==> src/rtl/dbg_lp_pkg.sv <==
// Shared constants, field positions and types for the debug control block.
// Assumes a single control word; all widths derive from the divider range.
package dbg_lp_pkg;
    localparam int MAX_LOG  = 3;                    // largest ratio is 2**MAX_LOG
    localparam int SEL_W    = $clog2(MAX_LOG + 1);
    localparam int CNT_W    = MAX_LOG;
    localparam int CODE_W   = 3;
    localparam int REG_W    = 9;
    localparam int B_TEN    = 0;
    localparam int B_CODE   = 1;
    localparam int B_GATE   = 4;
    localparam int B_EVT    = 5;
    localparam int B_LP     = 6;
    localparam int B_SLP    = 7;
    localparam int B_STP    = 8;

    typedef enum logic [1:0] {HS_IDLE, HS_PEND, HS_GRANT} hs_state_e;

    // Accepted ratio codes are those whose ones are packed at the bottom.
    function automatic logic code_legal(input logic [CODE_W-1:0] c);
        return (c == 3'b000) || (c == 3'b001) || (c == 3'b011) || (c == 3'b111);
    endfunction

    // Log2 of the ratio equals the number of ones in a legal code.
    function automatic logic [SEL_W-1:0] code_sel(input logic [CODE_W-1:0] c);
        logic [SEL_W-1:0] s;
        s = '0;
        for (int i = 0; i < CODE_W; i++) s = s + SEL_W'(c[i]);
        return s;
    endfunction
endpackage

==> src/rtl/dbg_lp_regs.sv <==
// Control field storage. Ratio writes with an unaccepted code are dropped.
// Assumes one write port; sync bits live in the handshake units.
module dbg_lp_regs
    import dbg_lp_pkg::*;
(
    input  logic              clk,
    input  logic              rst_n,
    input  logic              wr,
    input  logic [REG_W-1:0]  wdata,
    output logic              trc_en,
    output logic              gate_en,
    output logic              evt_bit,
    output logic              lp_en,
    output logic [CODE_W-1:0] code,
    output logic [SEL_W-1:0]  sel
);
    logic [CODE_W-1:0] new_code;

    assign new_code = wdata[B_CODE +: CODE_W];
    assign sel      = code_sel(code);

    // Capture enables on every write, ratio only when the code is accepted.
    always_ff @(posedge clk) begin
        if (!rst_n) begin
            trc_en  <= 1'b0;
            gate_en <= 1'b0;
            evt_bit <= 1'b0;
            lp_en   <= 1'b0;
            code    <= '0;
        end else if (wr) begin
            trc_en  <= wdata[B_TEN];
            gate_en <= wdata[B_GATE];
            evt_bit <= wdata[B_EVT];
            lp_en   <= wdata[B_LP];
            if (code_legal(new_code)) code <= new_code;
        end
    end
endmodule

==> src/rtl/dbg_lp_hshk.sv <==
// One low-power entry handshake: hardware marks pending, tool acknowledges by
// writing 0. Assumes req is held until granted or low-power debug is off.
module dbg_lp_hshk
    import dbg_lp_pkg::*;
(
    input  logic clk,
    input  logic rst_n,
    input  logic lp_en,
    input  logic req,
    input  logic ack_wr,
    output logic sync,
    output logic gnt
);
    hs_state_e st, st_nx;

    // Next state of the handshake.
    always_comb begin
        st_nx = st;
        if (!lp_en) st_nx = HS_IDLE;
        else begin
            unique case (st)
                HS_IDLE:  if (req) st_nx = HS_PEND;
                HS_PEND:  if (!req) st_nx = HS_IDLE; else if (ack_wr) st_nx = HS_GRANT;
                HS_GRANT: if (!req) st_nx = HS_IDLE;
                default:  st_nx = HS_IDLE;
            endcase
        end
    end

    // State register.
    always_ff @(posedge clk) begin
        if (!rst_n) st <= HS_IDLE;
        else        st <= st_nx;
    end

    assign sync = (st == HS_PEND);
    assign gnt  = lp_en ? (st == HS_GRANT) : req;
endmodule

==> src/rtl/dbg_lp_clkdiv.sv <==
// Trace clock divider with boundary-only updates and optional idle gating.
// Assumes the system clock is free-running; the ratio is 2**sel.
module dbg_lp_clkdiv
    import dbg_lp_pkg::*;
(
    input  logic             clk,
    input  logic             rst_n,
    input  logic             trc_en,
    input  logic             gate_en,
    input  logic [SEL_W-1:0] req_sel,
    input  logic             msg_busy,
    output logic             trc_clk
);
    localparam logic [SEL_W-1:0] SEL_MAX = SEL_W'(MAX_LOG);

    logic [SEL_W-1:0] cur_sel;
    logic [CNT_W-1:0] cnt;
    logic [CNT_W:0]   cur_n;
    logic [CNT_W:0]   cnt_inc;
    logic             bnd, ph_q, run_q, busy_seen, en_lat, idle_per;

    assign cur_n    = (CNT_W+1)'(1) << cur_sel;
    assign cnt_inc  = {1'b0, cnt} + 1'b1;
    assign bnd      = (cnt_inc == cur_n);
    assign idle_per = !(busy_seen || msg_busy);

    // Period counter, ratio/run update at boundaries, phase of divided clock.
    always_ff @(posedge clk) begin
        if (!rst_n) begin
            cnt       <= '0;
            cur_sel   <= '0;
            run_q     <= 1'b0;
            ph_q      <= 1'b0;
            busy_seen <= 1'b0;
        end else if (bnd) begin
            cnt       <= '0;
            cur_sel   <= req_sel;
            run_q     <= trc_en && !(gate_en && (req_sel != SEL_MAX) && idle_per);
            ph_q      <= (req_sel != '0);
            busy_seen <= 1'b0;
        end else begin
            cnt       <= cnt_inc[CNT_W-1:0];
            ph_q      <= (cnt_inc < (cur_n >> 1));
            busy_seen <= busy_seen || msg_busy;
        end
    end

    // Enable for the undivided path, changed only while clk is low.
    always_ff @(negedge clk) begin
        if (!rst_n) en_lat <= 1'b0;
        else        en_lat <= run_q;
    end

    assign trc_clk = (cur_sel == '0) ? (clk & en_lat) : (ph_q & run_q);
endmodule

==> src/rtl/dbg_lp_ctrl.sv <==
// Top: control word, trace clock divider and two low-power handshakes.
// Assumes inputs are synchronous to clk.
module dbg_lp_ctrl
    import dbg_lp_pkg::*;
(
    input  logic             clk,
    input  logic             rst_n,
    input  logic             reg_wr,
    input  logic [REG_W-1:0] reg_wdata,
    output logic [REG_W-1:0] reg_rdata,
    input  logic             sleep_req,
    input  logic             stop_req,
    input  logic             msg_busy,
    output logic             trc_clk,
    output logic             evt_en,
    output logic             sleep_gnt,
    output logic             stop_gnt
);
    localparam int N_HS = 2;

    logic              trc_en, gate_en, evt_bit, lp_en;
    logic [CODE_W-1:0] code;
    logic [SEL_W-1:0]  sel;
    logic [N_HS-1:0]   hs_req, hs_sync, hs_gnt, hs_ack;

    dbg_lp_regs u_regs (
        .clk(clk), .rst_n(rst_n), .wr(reg_wr), .wdata(reg_wdata),
        .trc_en(trc_en), .gate_en(gate_en), .evt_bit(evt_bit),
        .lp_en(lp_en), .code(code), .sel(sel)
    );

    dbg_lp_clkdiv u_div (
        .clk(clk), .rst_n(rst_n), .trc_en(trc_en), .gate_en(gate_en),
        .req_sel(sel), .msg_busy(msg_busy), .trc_clk(trc_clk)
    );

    assign hs_req = {stop_req, sleep_req};

    for (genvar g = 0; g < N_HS; g++) begin : g_hs
        assign hs_ack[g] = reg_wr && !reg_wdata[B_SLP + g];
        dbg_lp_hshk u_hs (
            .clk(clk), .rst_n(rst_n), .lp_en(lp_en), .req(hs_req[g]),
            .ack_wr(hs_ack[g]), .sync(hs_sync[g]), .gnt(hs_gnt[g])
        );
    end

    assign sleep_gnt = hs_gnt[0];
    assign stop_gnt  = hs_gnt[1];
    assign evt_en    = evt_bit;
    assign reg_rdata = {hs_sync[1], hs_sync[0], lp_en, evt_bit, gate_en, code, trc_en};
endmodule

==> config.mk <==
export PLATFORM = sky130hd
export DESIGN_NAME = dbg_lp_ctrl
export DESIGN_NICKNAME = d
export VERILOG_FILES = /design/src/rtl/dbg_lp_pkg.sv /design/src/rtl/dbg_lp_regs.sv /design/src/rtl/dbg_lp_hshk.sv /design/src/rtl/dbg_lp_clkdiv.sv /design/src/rtl/dbg_lp_ctrl.sv
export SDC_FILE = /design/constraint.sdc
export NUM_CORES = 1
export LEC_CHECK = 0
export ABC_AREA = 1
export BUFFER_PORTS_ARGS = -buffer_cell sky130_fd_sc_hd__buf_2
export CAP_MARGIN = 0
export CELL_PAD_IN_SITES_DETAIL_PLACEMENT = 0
export CELL_PAD_IN_SITES_GLOBAL_PLACEMENT = 1
export CORE_ASPECT_RATIO = 1.1
export CORE_MARGIN = 5
export CORE_UTILIZATION = 38
export CTS_CLUSTER_SIZE = 40
export DETAILED_ROUTE_END_ITERATION = 6
export HOLD_SLACK_MARGIN = 0.12
export PLACE_DENSITY = 0.8
export SYNTH_ARGS = -nofsm -noshare
export SYNTH_HDL_FRONTEND = slang
export SYNTH_SLANG_ARGS = --single-unit
==> constraint.sdc <==
create_clock -name clk -period 3 [get_ports clk]
set_input_delay 0.15 -clock clk [delete_from_list [all_inputs] [get_ports clk]]
set_output_delay 0.15 -clock clk [all_outputs]
set_load 0.05 [all_outputs]
After elaboration in Yosys (flattened, before gate mapping)
Index checks and enable logic that the tools add are counted.
W data, S select, Z words.
{"block": "word_totals", "input_bits": 15, "reg_bits": 20, "word_cells": 73}
{"block": "classes", "bitwise": 3, "reduce_logical": 23, "n_lt_le_gt_ge": 1, "n_addsub": 3, "n_eq_ne": 15, "shifts": 1, "n_mux": 14}
{"cell": "$mux W2", "n": 8}
{"cell": "$pmux W2 S3", "n": 2}
{"cell": "$ne A2 B2 Y1 const B", "n": 5}
{"cell": "$logic_not A2 Y1", "n": 3}
{"cell": "$ne A3 B2 Y1 const B", "n": 2}
{"cell": "$reduce_and A3 Y1", "n": 2}
{"cell": "$logic_and A1 B1 Y1", "n": 5}
{"cell": "$add A3 B1 Y4 const B", "n": 1}
{"cell": "$eq A2 B1 Y1 const B", "n": 2}
{"cell": "$eq A2 B2 Y1 const B", "n": 2}
{"cell": "$eq A4 B4 Y1", "n": 1}
{"cell": "$logic_not A1 Y1", "n": 4}
{"cell": "$logic_or A1 B1 Y1", "n": 4}
{"cell": "$lt A4 B3 Y1", "n": 1}
{"cell": "$mux W1", "n": 4}
{"cell": "$reduce_and A2 Y1", "n": 2}
{"cell": "$shl A1 B2 Y4 const A", "n": 1}
{"cell": "$eq A3 B1 Y1 const B", "n": 1}
{"cell": "$eq A3 B2 Y1 const B", "n": 1}
{"cell": "$eq A3 B3 Y1 const B", "n": 1}
{"cell": "$logic_not A3 Y1", "n": 1}
{"cell": "$add A1 B1 Y2", "n": 1}
{"cell": "$add A2 B1 Y2", "n": 1}
{"cell": "$and A1 B1 Y1", "n": 2}
{"cell": "3 further kinds", "n": 3}

Longest topological paths before layout
{"block": "depth", "word_depth": 7, "ltp_mapped": 11, "depth_no_buf": 11}

Cells and area by module
Synthesis repeated with hierarchy kept, for this count alone.
{"block": "unflattened", "cells_unflattened": 176, "area_unflattened_um2": 1129.8}
{"module": "dbg_lp_clkdiv", "cells_per_inst": 99, "n_inst": 1, "area_each_um2": 573.0}
{"module": "dbg_lp_regs", "cells_per_inst": 42, "n_inst": 1, "area_each_um2": 315.3}
{"module": "dbg_lp_hshk", "cells_per_inst": 14, "n_inst": 2, "area_each_um2": 100.1}
{"module": "dbg_lp_ctrl", "cells_per_inst": 7, "n_inst": 1, "area_each_um2": 41.3}

==> metrics.txt <==
RSZ-0062 raised after global routing false; GR Util met2 27.84%; Worst Path Arrival 2.68 ns; largest net degree at the start of global routing 15; final instance area 1476 µm²; WL/cell 10.45 µm; sum of negative setup slack 0 ns; NumNets Final 226; area of the multi-input gates 504.2 µm²; first-pass GRT wire length 4.540 mm; Yosys top cell by area dfxtp_1; Slew headroom 82.30%; Post-route DRC 0; leakage power 0.7720 nW; FF/Latch Area 400.4 µm²; antenna cells 0; GRT Max-Usage Layer met2; post-synthesis cell area 1059 µm²; Mapped Cells 157; startpoint types register; initial antenna violation count 0; Max Transition Viols Final 0; CP max stage delay 0.30 ns; P&R area growth vs syn 39.48%; Crit Path Category reg2out; status finished clean; syn nets 176; worst path cell trace nand3_1 > nand2_1 > buf_2; GRT met3 Usage 5.894%; FILL cells 261; gr ovfl total 0; VDD IR-drop max 0.3180 mV; CP Capture Type output port; post-DP HPWL 1.699 mm; buffer count from post-CTS setup fixing 0; wirelength, routed 2.498 mm; M1 GR Usage 14.89%; slowest CP cell dfxtp_1; cts hold-fix bufs 22; Total GRT Usage 15.64%; CP required 2.85 ns; # Max-Cap Violations 0; final std cells w/o fill 239; commonest non-fill, non-tap cell in the layout nand2_1; worst hold path type in2reg; CTS tree built; commonest cells after routing, fill and taps aside nand2_1 (44), buf_2 (27), inv_1 (26), nor2_1 (22), dlygate4sd3_1 (22); Die X 60.32 µm; Synth cell types 24; first-pass iteration count of the detailed router 4; number of global-route vias before repair 1,158; #FFs+latches synth 20; chip height 65.36 µm; First DRT Iteration DRCs 22; total power 1.063 mW; Via density 4.469; Synth area leaders dfxtp_1 (38%), nand2_1 (16%), inv_1 (9.2%), nor2_1 (7.8%), buf_4 (4.3%); core box area 2728 µm²; antenna viol nets, final 0; Final setup viols 0; CTS resizes 0; clk_skew 0.05954 ns; worst-path fanout max 1; share of post-route cells with drive strength above 1 19.90%; share of the synthesized area in the top cell type 37.83%; placed instance area 1186 µm²; I/O Pins 28; clock slew at reported path FFs 0.11 ns; worst skew pair latency 0.49 ns; Worst Tran Pin Value 0.2639 ns; Initial Util 38.81%; DR vias 1,068; DP Cell Count 210; YS warnings 0; row cnt 20; pwr/cell area 719.7 nW/µm²; final hold violation count 0; average size of a mapped cell 6.742 µm²; Port Buffers 27; GP Congestion 0.7119; sequential area share after synthesis 37.83%; die area 3942 µm²; Util after Layout 54.13%
-- flip-flops by register name, summed over array words and instances, names as in the netlist, 2 cells and up --
name,flops
u_regs.code,3
g_hs.u_hs.st,4
u_div.cnt,3
u_div.cur_sel,2
-- metrics by stage --
stage	hold WS [ns]	worst slack, ns
2_1_floorplan	0.2849	0.6529
3_3_place_gp	0.3724	0.6986
3_5_place_dp	0.3881	0.6938
4_1_cts	0.2341	0.1503
5_1_grt	0.3082	0.08260
6_report	0.2546	0.1742
-- Yosys cell counts --
library cell,count
a211oi_1,2
a21boi_0,1
a21oi_1,3
a31oi_1,2
and2_1,1
buf_4,6
clkbuf_1,1
clkinv_1,1
dfxtp_1,20
fa_1,1
ha_1,3
inv_1,26
inv_2,1
nand2_1,44
nand2_2,2
nand3_1,5
nand3_4,1
nand4_1,1
nor2_1,22
nor2_4,1
nor3_1,2
nor4_1,2
o21ai_0,7
or2_2,2
-- layer usage --
| metal | up-vias | part of all wire (%) |
|---|---|---|
| li1 | 572 | - |
| met1 | 465 | 41 |
| met2 | 26 | 51 |
| met3 | 5 | 5.4 |
| met4 | 0 | 2.4 |
| met5 | - | 0 |
-- cells by family (layout without fill, tap and decap cells) --
| logic type | count (synthesis) | count (layout) | share of synthesized area [%] |
|---|---|---|---|
| adders and majority gates | 4 | 4 | 5.438 |
| buffers and inverters | 35 | 84 | 14.54 |
| AOI/OAI and AO/OA | 15 | 15 | 8.037 |
| DFF | 20 | 20 | 37.82 |
| and+or+nand+nor | 83 | 83 | 34.16 |
-- area by class of cell --
cell class	instances	share of cell area (%)
multi-input combinational	102	34.15
inverter	27	6.864
tap	33	2.797
sequential	20	27.12
timing repair buffer	48	23.73
clock buffer	8	5.085
clock inverter	1	0.2542
-- critical path: cells and delay by family, from the launching register on --
kind                   cells  cell delay [ns]
AND/OR/NAND/NOR            2             0.14
buffers and inverters      1             0.25
flip-flops                 1             0.30
-- final timing paths --
kind / from / to / slack, ns / depth (start not counted)
max: u_div.en_lat / trc_clk / 0.17 / 3
min reg2reg: u_div.busy_seen / u_div.busy_seen / 0.49 / 2
min: reg_wr / g_hs[0].u_hs.st[1] / 0.25 / 5
max reg2reg: u_div.run_q / u_div.en_lat / 1.03 / 2
-- power by group --
group | switching (mW) | internal (mW)
logic | 0.275 | 0.171
registers | 0.0361 | 0.313
clock network | 0.116 | 0.150
Note: power is estimated with default switching activity, not from simulation.
